<file path="src/rtl/ldst_seq_pkg.sv">
package ldst_seq_pkg;
  typedef enum logic [2:0] {
    SQ_IDLE   = 3'd0,
    SQ_ADDR   = 3'd1,
    SQ_LOAD   = 3'd2,
    SQ_STROBE = 3'd3,
    SQ_DRAIN  = 3'd4
  } sq_state_e;
endpackage

</file>
<file path="src/rtl/ldst_seq_rstsync.sv">
module ldst_seq_rstsync #(
  parameter int STAGES = 2
) (
  input  logic clk,
  input  logic rst_n,
  output logic rst_sync_n
);
  logic [STAGES-1:0] sync_q;

  always_ff @(posedge clk or negedge rst_n) begin
    if (!rst_n) sync_q <= '0;
    else        sync_q <= {sync_q[STAGES-2:0], 1'b1};
  end

  assign rst_sync_n = sync_q[STAGES-1];
endmodule

</file>
<file path="src/rtl/ldst_seq_ctrl.sv">
module ldst_seq_ctrl
  import ldst_seq_pkg::*;
(
  input  logic      clk,
  input  logic      rst_n,
  input  logic      cmd_valid,
  input  logic      cmd_abort,
  input  logic      op_store,
  input  logic      prt_busy,
  input  logic      prt_addr_ack,
  input  logic      prt_exc,
  input  logic      prt_ld_vld,
  output sq_state_e state,
  output logic      ready,
  output logic      accept,
  output logic      evt_done,
  output logic      evt_fault,
  output logic      evt_load
);
  sq_state_e state_d;

  assign ready  = (state == SQ_IDLE) && !prt_busy;
  assign accept = cmd_valid && ready && !cmd_abort;

  always_comb begin
    state_d = state;
    unique case (state)
      SQ_IDLE:   if (accept) state_d = SQ_ADDR;
      SQ_ADDR: begin
        if (prt_exc)           state_d = SQ_IDLE;
        else if (prt_addr_ack) state_d = op_store ? SQ_STROBE : SQ_LOAD;
      end
      SQ_LOAD:   if (prt_ld_vld) state_d = SQ_IDLE;
      SQ_STROBE: state_d = SQ_DRAIN;
      SQ_DRAIN:  if (!prt_busy) state_d = SQ_IDLE;
      default:   state_d = SQ_IDLE;
    endcase
    if (cmd_abort) state_d = SQ_IDLE;
  end

  always_comb begin
    evt_fault = !cmd_abort && (state == SQ_ADDR) && prt_exc;
    evt_load  = !cmd_abort && (state == SQ_LOAD) && prt_ld_vld;
    evt_done  = evt_fault || evt_load || (!cmd_abort && (state == SQ_STROBE));
  end

  always_ff @(posedge clk or negedge rst_n) begin
    if (!rst_n) state <= SQ_IDLE;
    else        state <= state_d;
  end
endmodule

</file>
<file path="src/rtl/ldst_seq_hold.sv">
module ldst_seq_hold #(
  parameter int AW = 16,
  parameter int DW = 32,
  parameter int LW = 4
) (
  input  logic          clk,
  input  logic          rst_n,
  input  logic          load_en,
  input  logic          cmd_store,
  input  logic [AW-1:0] cmd_addr,
  input  logic [LW-1:0] cmd_len,
  input  logic [DW-1:0] cmd_wdata,
  output logic          op_store,
  output logic [AW-1:0] addr_q,
  output logic [LW-1:0] len_q,
  output logic [DW-1:0] wdata_q
);
  always_ff @(posedge clk or negedge rst_n) begin
    if (!rst_n) begin
      op_store <= 1'b0;
      addr_q   <= '0;
      len_q    <= '0;
      wdata_q  <= '0;
    end else if (load_en) begin
      op_store <= cmd_store;
      addr_q   <= cmd_addr;
      len_q    <= cmd_len;
      wdata_q  <= cmd_wdata;
    end
  end
endmodule

</file>
<file path="src/rtl/ldst_seq_result.sv">
module ldst_seq_result #(
  parameter int DW = 32
) (
  input  logic          clk,
  input  logic          rst_n,
  input  logic          evt_done,
  input  logic          evt_fault,
  input  logic          evt_load,
  input  logic [DW-1:0] ld_data,
  output logic          done_q,
  output logic          fault_q,
  output logic [DW-1:0] rdata_q
);
  always_ff @(posedge clk or negedge rst_n) begin
    if (!rst_n) begin
      done_q  <= 1'b0;
      fault_q <= 1'b0;
    end else begin
      done_q  <= evt_done;
      fault_q <= evt_fault;
    end
  end

  always_ff @(posedge clk or negedge rst_n) begin
    if (!rst_n)        rdata_q <= '0;
    else if (evt_load) rdata_q <= ld_data;
  end
endmodule

</file>
<file path="src/rtl/ldst_port_seq.sv">
module ldst_port_seq
  import ldst_seq_pkg::*;
#(
  parameter int AW = 16,
  parameter int DW = 32,
  parameter int LW = 4
) (
  input  logic          clk,
  input  logic          rst_n,
  input  logic          cmd_valid,
  input  logic          cmd_store,
  input  logic [AW-1:0] cmd_addr,
  input  logic [LW-1:0] cmd_len,
  input  logic [DW-1:0] cmd_wdata,
  input  logic          cmd_abort,
  output logic          cmd_ready,
  output logic          rsp_done,
  output logic          rsp_fault,
  output logic [DW-1:0] rsp_rdata,
  output logic          prt_ld_req,
  output logic          prt_st_req,
  output logic          prt_addr_vld,
  output logic [AW-1:0] prt_addr,
  output logic [LW-1:0] prt_len,
  input  logic          prt_busy,
  input  logic          prt_addr_ack,
  input  logic          prt_exc,
  input  logic          prt_ld_vld,
  input  logic [DW-1:0] prt_ld_data,
  output logic          prt_st_vld,
  output logic [DW-1:0] prt_st_data,
  output logic          prt_kill
);
  logic      rst_int_n;
  sq_state_e state;
  logic      accept, op_store, active;
  logic      evt_done, evt_fault, evt_load;

  ldst_seq_rstsync #(.STAGES(2)) u_rst (
    .clk        (clk),
    .rst_n      (rst_n),
    .rst_sync_n (rst_int_n)
  );

  ldst_seq_ctrl u_ctrl (
    .clk          (clk),
    .rst_n        (rst_int_n),
    .cmd_valid    (cmd_valid),
    .cmd_abort    (cmd_abort),
    .op_store     (op_store),
    .prt_busy     (prt_busy),
    .prt_addr_ack (prt_addr_ack),
    .prt_exc      (prt_exc),
    .prt_ld_vld   (prt_ld_vld),
    .state        (state),
    .ready        (cmd_ready),
    .accept       (accept),
    .evt_done     (evt_done),
    .evt_fault    (evt_fault),
    .evt_load     (evt_load)
  );

  ldst_seq_hold #(.AW(AW), .DW(DW), .LW(LW)) u_hold (
    .clk       (clk),
    .rst_n     (rst_int_n),
    .load_en   (accept),
    .cmd_store (cmd_store),
    .cmd_addr  (cmd_addr),
    .cmd_len   (cmd_len),
    .cmd_wdata (cmd_wdata),
    .op_store  (op_store),
    .addr_q    (prt_addr),
    .len_q     (prt_len),
    .wdata_q   (prt_st_data)
  );

  ldst_seq_result #(.DW(DW)) u_res (
    .clk       (clk),
    .rst_n     (rst_int_n),
    .evt_done  (evt_done),
    .evt_fault (evt_fault),
    .evt_load  (evt_load),
    .ld_data   (prt_ld_data),
    .done_q    (rsp_done),
    .fault_q   (rsp_fault),
    .rdata_q   (rsp_rdata)
  );

  assign active       = (state != SQ_IDLE);
  assign prt_addr_vld = active;
  assign prt_ld_req   = active && !op_store;
  assign prt_st_req   = active && op_store;
  assign prt_st_vld   = (state == SQ_STROBE);
  assign prt_kill     = cmd_abort;
endmodule

</file>
<file path="config.mk">
export PLATFORM = sky130hd
export DESIGN_NAME = ldst_port_seq
export DESIGN_NICKNAME = d
export VERILOG_FILES = /design/src/rtl/ldst_seq_pkg.sv /design/src/rtl/ldst_seq_rstsync.sv /design/src/rtl/ldst_seq_ctrl.sv /design/src/rtl/ldst_seq_hold.sv /design/src/rtl/ldst_seq_result.sv /design/src/rtl/ldst_port_seq.sv
export SDC_FILE = /design/constraint.sdc
export NUM_CORES = 1
export LEC_CHECK = 0
export BUFFER_PORTS_ARGS = -buffer_cell sky130_fd_sc_hd__buf_2
export CELL_PAD_IN_SITES_DETAIL_PLACEMENT = 0
export CELL_PAD_IN_SITES_GLOBAL_PLACEMENT = 2
export CORE_MARGIN = 10
export CORE_UTILIZATION = 31
export CTS_BUF_LIST = sky130_fd_sc_hd__clkbuf_8
export DETAILED_ROUTE_END_ITERATION = 6
export PLACE_DENSITY_LB_ADDON = 0.1
export SETUP_SLACK_MARGIN = 0.2
export SLEW_MARGIN = 20
export SYNTH_ARGS = -nofsm -noshare
export SYNTH_HDL_FRONTEND = slang
export SYNTH_SLANG_ARGS = --single-unit
</file>
<file path="constraint.sdc">
create_clock -name clk -period 3.1 [get_ports clk]
set_clock_uncertainty 0.05 [all_clocks]
set_input_delay 0.775 -clock clk [delete_from_list [all_inputs] [get_ports clk]]
set_output_delay 0.775 -clock clk [all_outputs]
set_load 0.005 [all_outputs]
</file>
Word level (Yosys, flattened, before mapping) --
Cells that the tools add are included.
Word-level totals: bits in registers 92, input bits 93, output and inout port bits 92, logic and storage cells 43
Cells by class: multiplexer cells 8, reduce and logical (&&, ||, !) cells 18, eq/ne operators 8
Operators with widths (number):
- 3-bit two-way mux | 6
- 3-bit one-hot mux with 5 select lines | 1
- 1-bit logical AND | 10
- 3-bit inequality test, second input constant | 3
- 3-bit by 2-bit == test with 1-bit output, second input constant | 2
- 4-bit inequality test, second input constant | 1
- 4-bit AND reduction | 1
- 3-bit by 1-bit == test with 1-bit output, second input constant | 1
- 3-bit == test, second input constant | 1
- 1-bit zero test | 3
- 3-bit zero test | 1
- 3-bit nonzero test | 1
- 1-bit logical OR | 2
- 1-bit two-way mux | 1

Longest topological paths before layout --
depth in word-level cells 7, gate-level depth with buffers 5, mapped depth without buffers 3

Modules after synthesis --
A second synthesis with hierarchy kept.
Unflattened totals: cell total of the unflattened synthesis 218, area, all modules 3973.8 µm²
Modules (own cells, without submodules):
- ldst_seq_hold | sequential area each 1326.3 µm², cells each 112, instances 1, area each 2222.1 µm²
- ldst_seq_result | sequential area each 850.8 µm², cells each 70, instances 1, area each 1395.1 µm²
- ldst_seq_ctrl | sequential area each 75.1 µm², cells each 27, instances 1, area each 261.5 µm²
- ldst_seq_rstsync | sequential area each 50.0 µm², cells each 3, instances 1, area each 53.8 µm²
- ldst_port_seq | sequential area each 0.0 µm², cells each 6, instances 1, area each 41.3 µm²

Least setup slack after synthesis --
Ideal clock, no wire load.
kind reg2out, start point register u_ctrl.state[0], end point output port cmd_ready, arrival time 1.021 ns, stages on the path, launching flop included 5, slack 1.254 ns, data required time 2.275 ns, buffers on the path 1, cell sequence dfrtp_1 > clkbuf_1 > nor3_1 > inv_1 > nor2_1
Between the ends: cells in the longest elaborated chain, start to end 2
RTL lines:
- start: declaration | RTL line ldst_seq_ctrl.sv:13 | output sq_state_e state,
- start signal: assignment | RTL line ldst_seq_ctrl.sv:49 | else state <= state_d;
- 3-bit zero test | RTL line ldst_seq_ctrl.sv:22 | assign ready = (state == SQ_IDLE) && !prt_busy;
- 1-bit logical AND | RTL line ldst_seq_ctrl.sv:22
- end: declaration | RTL line ldst_port_seq.sv:16 | output logic cmd_ready,
No other way between the ends.

Worst setup path in the final report --
start point register u_ctrl.state[2], end point output port cmd_ready
The elaborated chain is that of the path after synthesis.

==> results_tabular.tex <==
\begin{tabular}{lr}
\hline
Metric & Value \\
\hline
\multicolumn{2}{l}{\textbf{Run status}} \\
Outcome & complete, no violations \\
\multicolumn{2}{l}{\textbf{Critical path}} \\
Kind of launch point of the worst setup path & flop \\
Register-to-Register Setup Slack & between 1 and 1.5 ns \\
Crit Path Category & flop to output pin \\
CP max-delay cell & dfrtp\_1 \\
Buffers \& Inverters on Critical Path & 2 \\
Max incr delay on CP & 0.50 ns \\
Worst Path Required & 2.27 ns \\
Crit. End Element & output pin \\
Crit-path max FO & 8 \\
Data arrival time of the critical path & 1.54 ns \\
Cells traversed along the worst timing path & nor3\_1, inv\_1, nor2\_1, buf\_2 \\
Cell family with most CP delay & flip-flops \\
\multicolumn{2}{l}{\textbf{Place}} \\
Quantity of I/O buffers inserted on ports & 184 \\
Routability-driven placement congestion ratio & between 0.6 and 0.7 \\
Cell area reported after detailed placement & 0.00479 mm² \\
Final HPWL from detailed placement & 7.54 mm \\
Post-Place Cells & 540 \\
\multicolumn{2}{l}{\textbf{Global route}} \\
Maximum number of pins on one net before global-route repair & 54 \\
Total congestion overflow & 0 \\
Total routing resource utilization after global routing & 0.116 \\
Global-route wire length before repair & 14.8 mm \\
Initial antenna violation count & 0 \\
Vias in the first global route & 2,550 \\
\multicolumn{2}{l}{\textbf{Cells and area}} \\
Total non-filler cell area in the finished layout & 0.00501 mm² \\
Share of layout cells above drive strength 1 & 0.719 \\
Number of fill cells in the layout & 1,151 \\
Post-layout nets & a little under 500 \\
Syn-to-layout area delta & 33.2\% \\
Final Non-Filler Cells & 557 \\
\multicolumn{2}{l}{\textbf{Floorplanning}} \\
Horizontal die dimension & roughly 130 µm \\
Core region area & $\sim$0.012 mm² \\
Overall die area & 0.0169 mm² \\
Height of the chip & approximately 130 µm \\
Total number of placement rows & 40 \\
Boundary pin count & 185 \\
Initial standard-cell utilization of the core & 0.315 \\
\multicolumn{2}{l}{\textbf{Route}} \\
Via density per instance & around 4.3 \\
Remaining antenna violation count after routing & 0 \\
WL per Instance & about 18 µm \\
Initial DRC Count & 97 \\
Number of remaining DRC errors & 0 \\
Iteration count of the initial detailed-routing pass & 4 \\
Aggregate routed wire length & 10.0 mm \\
Total via count in the routed design & approximately 2,400 \\
\multicolumn{2}{l}{\textbf{STA}} \\
RSZ-0062 raised after global routing & no \\
Max-slew violation count & 0 \\
Final sum of negative setup slack & 0 ns \\
Worst slew pin tran & 0.676 ns \\
Number of setup violations in the final report & 0 \\
Final hold violation count & 0 \\
Maximum clock frequency & 0.422 GHz \\
Relative max-transition margin & 0.549 \\
Fraction of the cycle the final worst path needs & 0.764 \\
Crit path time final & 2.37 ns \\
Post-route worst hold slack & 0.129 ns \\
\multicolumn{2}{l}{\textbf{Clocking}} \\
Deepest clock path buffer count & 2 \\
CTS tree & done \\
Number of clock sinks seen by CTS & 92 \\
Latest clock arrival within the worst-skew pair & 0.37 ns \\
Cell chosen for the clock root & clkbuf\_8 \\
Number of buffers inserted by hold repair at cts & 0 \\
Post-CTS repair timing setup buffer count & 0 \\
CTS clk-pin slew, worst paths & 0.08 ns \\
Clock buffer count from CTS & 9 \\
Number of gates resized after cts & 0 \\
H-tree depth & 3 \\
\multicolumn{2}{l}{\textbf{Power and ir drop}} \\
Worst ir drop on vdd & 194 µV \\
Power per unit of standard cell area & 616 mW/mm² \\
Overall power consumption & 3090 µW \\
Static leakage & around 0.0028 µW \\
\multicolumn{2}{l}{\textbf{Logic synthesis}} \\
Yosys reg bits & 92 \\
Syn Area/Cell & 17.3 µm² \\
Number of unique standard cell types used by synthesis & 23 \\
Top cell type's share of synthesized area & 0.612 \\
Count of synthesis-stage warnings from yosys & 0 \\
Sequential element share of the synthesized area & 0.612 \\
Leading post-synthesis cells by cell area & dfrtp\_1, mux2\_4, mux2\_2 \\
Post-Synthesis Cells & 218 \\
Total standard cell area after synthesis & 0.00376 mm² \\
Largest area contributor in the netlist & dfrtp\_1 \\
Post-Syn Nets & about 310 \\
\multicolumn{2}{l}{\textbf{Min path}} \\
Worst min path class & input port to asynchronous set/reset pin \\
\multicolumn{2}{l}{\textbf{Flow run}} \\
Max-Cap Viols & 0 \\
\hline
\end{tabular}
-- path summary, 6_finish.rpt --
path	startpoint	end	cells past startpoint
worst max-delay path	u_ctrl.state[2]$_DFFE_PN0P_	cmd_ready	4
worst min-delay path	rst_n	u_rst.sync_q[1]$_DFF_PN0_	1
worst max register to register	u_ctrl.state[1]$_DFFE_PN0P_	u_res.rdata_q[6]$_DFFE_PN0P_	3
worst min register to register	u_rst.sync_q[0]$_DFF_PN0_	u_rst.sync_q[1]$_DFF_PN0_	0
max in group asynchronous	u_rst.sync_q[1]$_DFF_PN0_	u_ctrl.state[2]$_DFFE_PN0P_	1
min in group clk	u_rst.sync_q[0]$_DFF_PN0_	u_rst.sync_q[1]$_DFF_PN0_	0
-- report_power, final --
group          internal [µW]  total (µW)  switching, µW
clock                    460         882            423
sequential              1420        1540            120
combinational            424         664            240
-- synthesized netlist by cell type --
cell type and instances:
dfrtp_1 92, mux2_4 50, mux2_2 35, buf_6 9, nor2_1 5, a21oi_1 3, nor3_1 3, buf_4 2
inv_1 2, nand3_4 2, nor4bb_1 2, o21ai_0 2, a211oi_1 1, a21o_1 1, and2_1 1, and2b_1 1
clkbuf_1 1, conb_1 1, nand2_1 1, nor2_2 1, nor2_4 1, nor2b_4 1, nor4_1 1
-- cell type report --
cell class | count | area, µm² | share of cell area
flip-flops and latches | 92 | 2310 | 0.460
clock inverters | 3 | 42.5 | 0.00849
diodes | 1 | 2.50 | 0.000500
repair buffers | 187 | 956 | 0.191
multi-input cells | 112 | 1330 | 0.266
well taps | 147 | 184 | 0.0367
inverters | 2 | 7.51 | 0.00150
clock buffers | 13 | 179 | 0.0357
-- sequential cells by signal, summed over array words and instances (netlist names) --
signal           flops
u_hold.len_q         4
u_hold.wdata_q      32
u_hold.op_store      1
u_res.fault_q        1
u_ctrl.state         3
u_res.done_q         1
u_rst.sync_q         2
u_res.rdata_q       32
u_hold.addr_q       16
-- per-layer routing --
layer	wire (µm)	GRT usage
met1	4070	0.139
met2	4880	0.181
met3	883	0.0394
met4	181	0.0575
met5	0	0
-- cell families (layout without fill, tap and decap cells) --
| group | Yosys count | count (layout) | synth area share |
|---|---|---|---|
| flops | 92 | 92 | 0.612 |
| buf+inv | 14 | 205 | 0.0339 |
| simple gates | 19 | 19 | 0.0382 |
| other cells | 1 | 2 | 0.000997 |
| compound gates | 7 | 7 | 0.0106 |
| mux | 85 | 85 | 0.304 |
-- through the flow --
step	setup WS, ns	utilization
after floorplan	0.298	-
after global placement	0.808	0.400
after detailed placement	0.782	0.400
after CTS	0.678	0.419
after global routing	0.600	0.419
final	0.732	0.419
-- worst reg2reg max path, cell delays in order, from the launching register on --
cell,delay [ns]
dfrtp_1,0.53
nor2b_4,0.25
nand3_4,0.51
mux2_4,0.53
-- cells in the final DEF, fill, tap and decap left out, types with 2 or more instances in the layout --
cell type / Yosys / routed
inv_1: 2 / 2
o21ai_0: 2 / 2
nor2_1: 5 / 5
mux2_4: 50 / 50
buf_2: 0 / 184
buf_4: 2 / 2
a21oi_1: 3 / 3
nor3_1: 3 / 3
dfrtp_1: 92 / 91
mux2_2: 35 / 35
clkbuf_8: 0 / 13
nor4bb_1: 2 / 2
nand3_4: 2 / 2
Note: power is estimated with default switching activity, not from simulation.
